`src/rtl/exact_fifo_pkg.sv`:
```
package exact_fifo_pkg;
  typedef struct packed {
    logic doWrite;
    logic doRead;
  } fifoStrobes_t;
endpackage

```
`src/rtl/exact_fifo_ctrl.sv`:
```
module exact_fifo_ctrl
  import exact_fifo_pkg::*;
#(
  parameter int DEPTH = 6
) (
  input  logic                          clk,
  input  logic                          rst,
  input  logic                          pushValid,
  input  logic                          popReady,
  output fifoStrobes_t                  strb,
  output logic [$clog2(DEPTH)-1:0]      wrIdx,
  output logic [$clog2(DEPTH)-1:0]      rdIdx,
  output logic                          full,
  output logic                          empty,
  output logic [$clog2(DEPTH):0]        level
);
  localparam int IDX_W = $clog2(DEPTH);
  localparam int PTR_W = IDX_W + 1;
  localparam logic [IDX_W-1:0] LAST_IDX = IDX_W'(DEPTH - 1);
  localparam logic [PTR_W-1:0] DEPTH_P  = PTR_W'(DEPTH);
  localparam bit IS_POW2 = ((DEPTH & (DEPTH - 1)) == 0);

  logic [PTR_W-1:0] wrPtr, rdPtr, wrNext, rdNext;
  logic wrWrap, rdWrap;

  assign wrIdx  = wrPtr[IDX_W-1:0];
  assign rdIdx  = rdPtr[IDX_W-1:0];
  assign wrWrap = wrPtr[IDX_W];
  assign rdWrap = rdPtr[IDX_W];

  assign empty = (wrPtr == rdPtr);
  assign full  = (wrIdx == rdIdx) && (wrWrap != rdWrap);

  assign strb.doWrite = pushValid && !full;
  assign strb.doRead  = popReady && !empty;

  // Pointer advance: natural rollover for powers of two, skip jump otherwise
  generate
    if (IS_POW2) begin : g_roll
      assign wrNext = wrPtr + 1'b1;
      assign rdNext = rdPtr + 1'b1;
    end else begin : g_skip
      always_comb begin
        if (wrIdx == LAST_IDX) wrNext = {~wrWrap, {IDX_W{1'b0}}};
        else                   wrNext = wrPtr + 1'b1;
        if (rdIdx == LAST_IDX) rdNext = {~rdWrap, {IDX_W{1'b0}}};
        else                   rdNext = rdPtr + 1'b1;
      end
    end
  endgenerate

  always_ff @(posedge clk) begin
    if (rst) begin
      wrPtr <= '0;
      rdPtr <= '0;
    end else begin
      if (strb.doWrite) wrPtr <= wrNext;
      if (strb.doRead)  rdPtr <= rdNext;
    end
  end

  // Occupancy from the pointer pair
  always_comb begin
    if (wrWrap == rdWrap) level = {1'b0, wrIdx} - {1'b0, rdIdx};
    else                  level = DEPTH_P - ({1'b0, rdIdx} - {1'b0, wrIdx});
  end

  a_r3_status_exclusive: assert property (@(posedge clk) disable iff (rst)
    !(full && empty));
  a_r3_wr_idx_range: assert property (@(posedge clk) disable iff (rst)
    (wrIdx <= LAST_IDX) && (rdIdx <= LAST_IDX));
  a_r8_level_bound: assert property (@(posedge clk) disable iff (rst)
    level <= DEPTH_P);
  a_r4_no_overflow: assert property (@(posedge clk) disable iff (rst)
    (full && !popReady) |=> (full && $stable(wrPtr)));
  a_r5_no_underflow: assert property (@(posedge clk) disable iff (rst)
    (empty && !pushValid) |=> (empty && $stable(rdPtr)));
  a_r8_level_up: assert property (@(posedge clk) disable iff (rst)
    (strb.doWrite && !strb.doRead) |=> (level == $past(level) + 1'b1));
  a_r8_level_down: assert property (@(posedge clk) disable iff (rst)
    (strb.doRead && !strb.doWrite) |=> (level == $past(level) - 1'b1));
  a_r6_level_hold: assert property (@(posedge clk) disable iff (rst)
    (strb.doRead == strb.doWrite) |=> $stable(level));
endmodule

```
`src/rtl/exact_fifo_store.sv`:
```
module exact_fifo_store
  import exact_fifo_pkg::*;
#(
  parameter int DEPTH = 6,
  parameter int WIDTH = 8
) (
  input  logic                      clk,
  input  fifoStrobes_t              strb,
  input  logic [$clog2(DEPTH)-1:0]  wrIdx,
  input  logic [$clog2(DEPTH)-1:0]  rdIdx,
  input  logic [WIDTH-1:0]          wrData,
  output logic [WIDTH-1:0]          rdData
);
  logic [WIDTH-1:0] slots [DEPTH];

  always_ff @(posedge clk) begin
    if (strb.doWrite) slots[wrIdx] <= wrData;
  end

  assign rdData = slots[rdIdx];
endmodule

```
`src/rtl/exact_fifo.sv`:
```
module exact_fifo
  import exact_fifo_pkg::*;
#(
  parameter int DEPTH = 6,
  parameter int WIDTH = 8
) (
  input  logic                      clk,
  input  logic                      rst,
  input  logic                      pushValid,
  input  logic [WIDTH-1:0]          pushData,
  output logic                      isFull,
  input  logic                      popReady,
  output logic [WIDTH-1:0]          popData,
  output logic                      isEmpty,
  output logic [$clog2(DEPTH):0]    fillLevel
);
  localparam int IDX_W = $clog2(DEPTH);

  fifoStrobes_t     strb;
  logic [IDX_W-1:0] wrIdx, rdIdx;

  initial begin
    if (DEPTH < 2) $error("DEPTH must be at least 2");
  end

  exact_fifo_ctrl #(.DEPTH(DEPTH)) u_ctrl (
    .clk(clk), .rst(rst), .pushValid(pushValid), .popReady(popReady),
    .strb(strb), .wrIdx(wrIdx), .rdIdx(rdIdx),
    .full(isFull), .empty(isEmpty), .level(fillLevel)
  );

  exact_fifo_store #(.DEPTH(DEPTH), .WIDTH(WIDTH)) u_store (
    .clk(clk), .strb(strb), .wrIdx(wrIdx), .rdIdx(rdIdx),
    .wrData(pushData), .rdData(popData)
  );
endmodule

```
`config.mk`:
```
export PLATFORM = sky130hd
export DESIGN_NAME = exact_fifo
export DESIGN_NICKNAME = d
export VERILOG_FILES = /design/src/rtl/exact_fifo_pkg.sv /design/src/rtl/exact_fifo_ctrl.sv /design/src/rtl/exact_fifo_store.sv /design/src/rtl/exact_fifo.sv
export SDC_FILE = /design/constraint.sdc
export NUM_CORES = 1
export LEC_CHECK = 0
export ABC_AREA = 1
export CAP_MARGIN = 10
export CORE_MARGIN = 10
export CORE_UTILIZATION = 54
export CTS_BUF_LIST = sky130_fd_sc_hd__clkbuf_2 sky130_fd_sc_hd__clkbuf_4 sky130_fd_sc_hd__clkbuf_8
export DETAILED_ROUTE_END_ITERATION = 7
export DONT_BUFFER_PORTS = 1
export GPL_TIMING_DRIVEN = 0
export PLACE_DENSITY = 0.77
export SLEW_MARGIN = 20
export SYNTH_ARGS = -nofsm -noshare
export SYNTH_HDL_FRONTEND = slang
export SYNTH_SLANG_ARGS = --single-unit
export TNS_END_PERCENT = 100
```
`constraint.sdc`:
```
create_clock -name clk -period 2.55 [get_ports clk]
set_input_delay 0 -clock clk [delete_from_list [all_inputs] [get_ports clk]]
set_output_delay 0 -clock clk [all_outputs]
set_load 0.03 [all_outputs]
```
### Yosys cells after proc, flatten, opt, wreduce, memory -nomap -nowiden

Memory sizes are Yosys's and may differ from the RTL's. A register that Yosys moved wholly into a read port is not among the register bits.
Index checks and enable logic that the tools add are counted.

| storage, ports and cells | value |
|---|---|
| bits in latches | 0 |
| logic and storage cells | 28 |
| bits of input ports | 12 |
| memories kept | 1 |
| output and inout bits | 14 |
| flip-flop bits (word level) | 8 |
| ROM bits | 0 |
| RAM bits | 48 |

| operators by class | value |
|---|---|
| reductions and logical operators | 5 |
| magnitude comparators | 0 |
| muxes and demuxes | 7 |
| multipliers | 0 |
| $add $sub $neg | 5 |
| div/mod/pow operators | 0 |
| shift-type cells | 0 |
| bitwise gates (word level) | 2 |
| eq/ne operators | 6 |

Memories:

| name | words | bits a word | read ports | clocked after memory_dff | wr ports | RTL line | text |
|---|---|---|---|---|---|---|---|
| u_store.slots | 6 | 8 | 1 | 1 | 1 | exact_fifo_store.sv:14 | `logic [WIDTH-1:0] slots [DEPTH];` |

Operator list:

| cell | number |
|---|---|
| $mux W4 | 3 |
| $add A4 B1 Y4 const B | 2 |
| $sub A3 B3 Y4 | 2 |
| $eq A3 B3 Y1 const B | 2 |
| $mux W3 | 2 |
| $eq A4 B4 Y1 | 1 |
| $sub A3 B4 Y4 const A | 1 |
| $eq A3 B3 Y1 | 1 |
| $logic_and A1 B1 Y1 | 3 |
| $logic_not A1 Y1 | 2 |
| $mux W1 | 2 |
| $not A1 Y1 | 2 |
| $eq A1 B1 Y1 | 1 |
| $ne A1 B1 Y1 | 1 |

### Longest topological paths before layout

| depth | value |
|---|---|
| word-level depth | 6 |
| gate-level depth with buffers | 11 |
| depth with buffers taken out | 10 |

### Hierarchy

From an unflattened synthesis, not the netlist that was laid out.

| second synthesis, totals | value |
|---|---|
| cells, all modules | 262 |
| area total of the unflattened synthesis | 2702.6 um^2 |

By module, submodules not included:

| module | area each (um^2) | cells an instance | instances | sequential area each (um^2) |
|---|---|---|---|---|
| exact_fifo_store | 1940.6 | 160 | 1 | 1441.4 |
| exact_fifo_ctrl | 762.0 | 102 | 1 | 160.2 |

### Worst setup path after synthesis

No wires, ideal clock.

| path | value |
|---|---|
| path kind | reg2reg |
| start point | register u_ctrl.wrPtr[0] |
| end point | memory u_store.slots[0][0] (enable) |
| setup slack | -0.019 ns |
| arrival | 2.174 ns |
| required time | 2.155 ns |
| clock period less this slack | 2.569 ns |
| buffers on the path | 1 |
| setup time | 0.395 ns |
| cell stages (with the launch flop) | 9 |
| path through | dfxtp_1 buf_4 inv_1 ha_1 inv_1 nor2_4 nand2_4 nand2_8 nor4_1 |

| between the ends | value |
|---|---|
| longest elaborated chain between the ends | 6 |

RTL lines:

| what | RTL line | text |
|---|---|---|
| from (decl) | exact_fifo_ctrl.sv:23 | `logic [PTR_W-1:0] wrPtr, rdPtr, wrNext, rdNext;` |
| from (signal assigned) | exact_fifo_ctrl.sv:57 | `if (strb.doWrite) wrPtr <= wrNext;` |
| $eq A3 B3 Y1 | exact_fifo_ctrl.sv:32 | `assign full = (wrIdx == rdIdx) && (wrWrap != rdWrap);` |
| $logic_and A1 B1 Y1 | exact_fifo_ctrl.sv:32 |  |
| $logic_not A1 Y1 | exact_fifo_ctrl.sv:34 | `assign strb.doWrite = pushValid && !full;` |
| $logic_and A1 B1 Y1 | exact_fifo_ctrl.sv:34 |  |
| $mux W1 | exact_fifo_store.sv:17 | `if (strb.doWrite) slots[wrIdx] <= wrData;` |
| $mux W1 (not written as such) | exact_fifo_store.sv:17 |  |
| to (decl) | exact_fifo_store.sv:14 |  |

Several ways; a longest one is shown, not always the timed one.

### Final worst setup path

| path | value |
|---|---|
| start point | register u_ctrl.wrPtr[0] |
| end point | memory u_store.slots[5][6] (enable) |

The elaborated chain is that of the path after synthesis.

==> out/summary.txt <==
Status -> finished, final reports clean
Largest net degree at the start of global routing -> 12
H-tree depth -> 3
CTS max path bufs -> 2
DRT Pass-1 Iters -> 4
Clock Pin Slew Worst Setup and Hold Paths -> 0.07 ns
# IOs -> 26
Critical-path cell list -> buf_4 > inv_1 > ha_1 > inv_1 > nor2_4 > nand2_4 > nand2_8 > nor2_1
CP Launch Point -> u_ctrl.wrPtr[0]
Std cell rows -> 25
Synthesized area per cell -> 10.49 sq um
Worst setup EP type -> register
CTS tree -> built
Gpl congestion -> 0.8587
Max transition margin -> 0.4768
Final Core Density -> 0.6523
Worst EP arrival -> 2.47 ns
Synth top area share -> 0.5366
Core Footprint -> 4786 sq um
Placed Cells -> 325
Number of max-cap violations -> 0
Period utilization -> 0.9836
Routed Antenna Nets -> 0
RSZ-0062 raised after global routing -> yes
WP data required -> 2.51 ns
Critical-path top delay cell -> nor2_1
Worst vdd ir -> 0.4489 mV
Die Y -> 90.53 microns
Die area -> 8196 sq um
Initial Utilization -> 0.5613
Yosys cell types -> 29
Global route overflow -> 0
Cells after synthesis -> 256
# DRC -> 0
Non-filler cells, final -> 353
Initial DRC Count -> 127
Die W -> 90.53 microns
Placed instance area -> 2800 sq um
Synth area leaders -> edfxtp_1 54%, nand2_1 9.6%, dfxtp_1 8.2%
P&R area growth vs syn -> 16.21%
Layout cells sized above 1 -> 0.1538
Antenna diodes -> 0
P per Cell Area -> 735.3 nW/um^2
Vias per cell -> 5.448
Clock latency on the worst-skew pair -> 0.34 ns
DRT Wirelength -> 5654 microns
Period minus WS final -> 2.508 ns
Syn_nets -> 277
Max FO, Critical Path -> 10
Routed met2 length -> 2794 microns
Cell area after synthesis -> 2686 sq um
Worst hold start -> pushData[1]
Yosys warnings -> 0
Total track usage -> 0.1426
Post-CTS setup buffer count -> 0
Nets -> 302
First-pass GRT wire length -> 9170 microns
LEAKAGE -> 1.184 nW
Total power -> 0.002295 W
Critical register-to-register path startpoint -> u_ctrl.wrPtr[0]
Final setup vio count -> 0
Via Count -> 1923
DP HPWL -> 3731 microns
Num CTS Buffers -> 9
Fmax -> 398.7 MHz
CP peak stage delay -> 0.61 ns
Worst hold path type -> in2reg
PortBufs -> 0
Met3 WL -> 321 microns
Post-route setup TNS -> 0 ns
Initial antenna violation count -> 0
Worst Tran Pin Value -> 0.7820 ns
Area leader, netlist -> edfxtp_1
Cell area after layout -> 3122 sq um
Worst Skew -> 0.009380 ns
Yosys reg bits -> 59
Vias in the first global route -> 1944
Metal1 wirelength -> 2465 microns
Most used cell, CP -> inv_1
Register area share after synthesis -> 0.6185
Crit path kind -> reg2reg
Fillers -> 360
Setup crit start kind -> register
CTS sink cnt -> 59
Routed len/inst -> 16.02 microns
Clock Tree Root -> clkbuf_8
Final hold viol count -> 0
Max Slew Vio Count -> 0
DR top layer -> met4
==> per-stage QoR <==
step                setup slack [ns]  hold WS, ns
global placement             -0.7679      0.07093
finish                       0.04187       0.4307
global route                -0.09223       0.4507
detailed placement          -0.05207      0.07338
floorplan                   -0.01901      0.06907
CTS                          0.01178       0.4092
==> Yosys cell counts <==
library cell,count
nor4_1,2
inv_1,16
nand4_1,5
xnor2_1,2
nand2_4,2
buf_4,3
nand3_1,16
nand2_1,69
inv_4,2
clkbuf_1,3
nor2_1,13
o21ai_1,1
edfxtp_1,48
fa_1,2
a21oi_1,16
clkbuf_2,3
xor2_1,1
buf_6,1
dfxtp_1,11
nor3_1,1
inv_2,3
o22ai_1,8
nand2_2,3
nand2_8,1
o21ai_0,13
ha_1,7
buf_2,2
o211ai_1,1
nor2_4,1
==> sequential cells by signal (all words and copies together) (netlist names), named ones only <==
register,count
u_ctrl.rdPtr,4
u_ctrl.wrPtr,4
u_store.slots,48
==> logic make-up (layout without fill, tap and decap cells) <==
| group | after synthesis | count (layout) | synth area share |
|---|---|---|---|
| fa+ha+maj | 9 | 9 | 0.04751 |
| flops | 59 | 59 | 0.6185 |
| buf+inv | 33 | 63 | 0.05729 |
| compound gates | 39 | 39 | 0.07732 |
| simple gates | 113 | 113 | 0.1896 |
| xor+xnor | 3 | 3 | 0.009783 |
==> power breakdown <==
| part | total [W] | internal, W | switching, W |
|---|---|---|---|
| Sequential | 0.00108 | 0.00107 | 0.0000126 |
| Clock | 0.000817 | 0.000447 | 0.000370 |
| Combinational | 0.000394 | 0.000103 | 0.000291 |
| Total | 0.00230 | 0.00162 | 0.000674 |
==> layer usage <==
layer  track usage  up-vias
met5             0        -
met4       0.06366        0
met3       0.04738        6
met2        0.2332       56
met1        0.1656      933
li1              -      928
==> cell usage in the layout, fill, tap and decap left out, types with 3 or more instances in the layout <==
master          n
ha_1            7
clkbuf_2        3
clkbuf_8        9
inv_2           3
o22ai_1         8
dfxtp_1        11
nand2_2         3
buf_4           4
inv_1          16
nand4_1         5
edfxtp_1       48
nand3_1        16
nand2_1        69
buf_2           3
nor2_1         11
a21oi_1        16
dlygate4sd3_1  12
o21ai_0        11
clkbuf_1        3
==> area by class of cell <==
type | instances | area, sq um | area share
repair buffers | 14 | 132.6 | 0.04248
plain buffers | 12 | 70.07 | 0.02244
well taps | 67 | 83.83 | 0.02685
inverters | 21 | 83.83 | 0.02685
clock inverters | 7 | 68.82 | 0.02204
multi-input cells | 164 | 897.1 | 0.2874
clock buffers | 9 | 123.9 | 0.03968
flip-flops and latches | 59 | 1662 | 0.5323
==> critical path: cells and delay by family (launching register included) <==
family	cells	cell delay (ns)
and+or+nand+nor	4	0.91
DFF	1	0.38
buffers and inverters	3	0.57
adders and majority gates	1	0.27
==> path summary, 6_finish.rpt <==
path,end,slack [ns],cells past startpoint
hold / removal,u_store.slots[3][1],0.43,1
setup / recovery,u_store.slots[5][6],0.04,8
setup reg to reg,u_store.slots[5][6],0.04,8
hold reg to reg,u_ctrl.wrPtr[3],0.54,2
==> timing repair <==
action / in CTS / in global routing
resized for setup: 2 / 3
setup endpoints to repair: 9 / 37
hold buffers: 12 / 0
hold endpoints to repair: 64 / 0
Note: power is estimated with default switching activity, not from simulation.
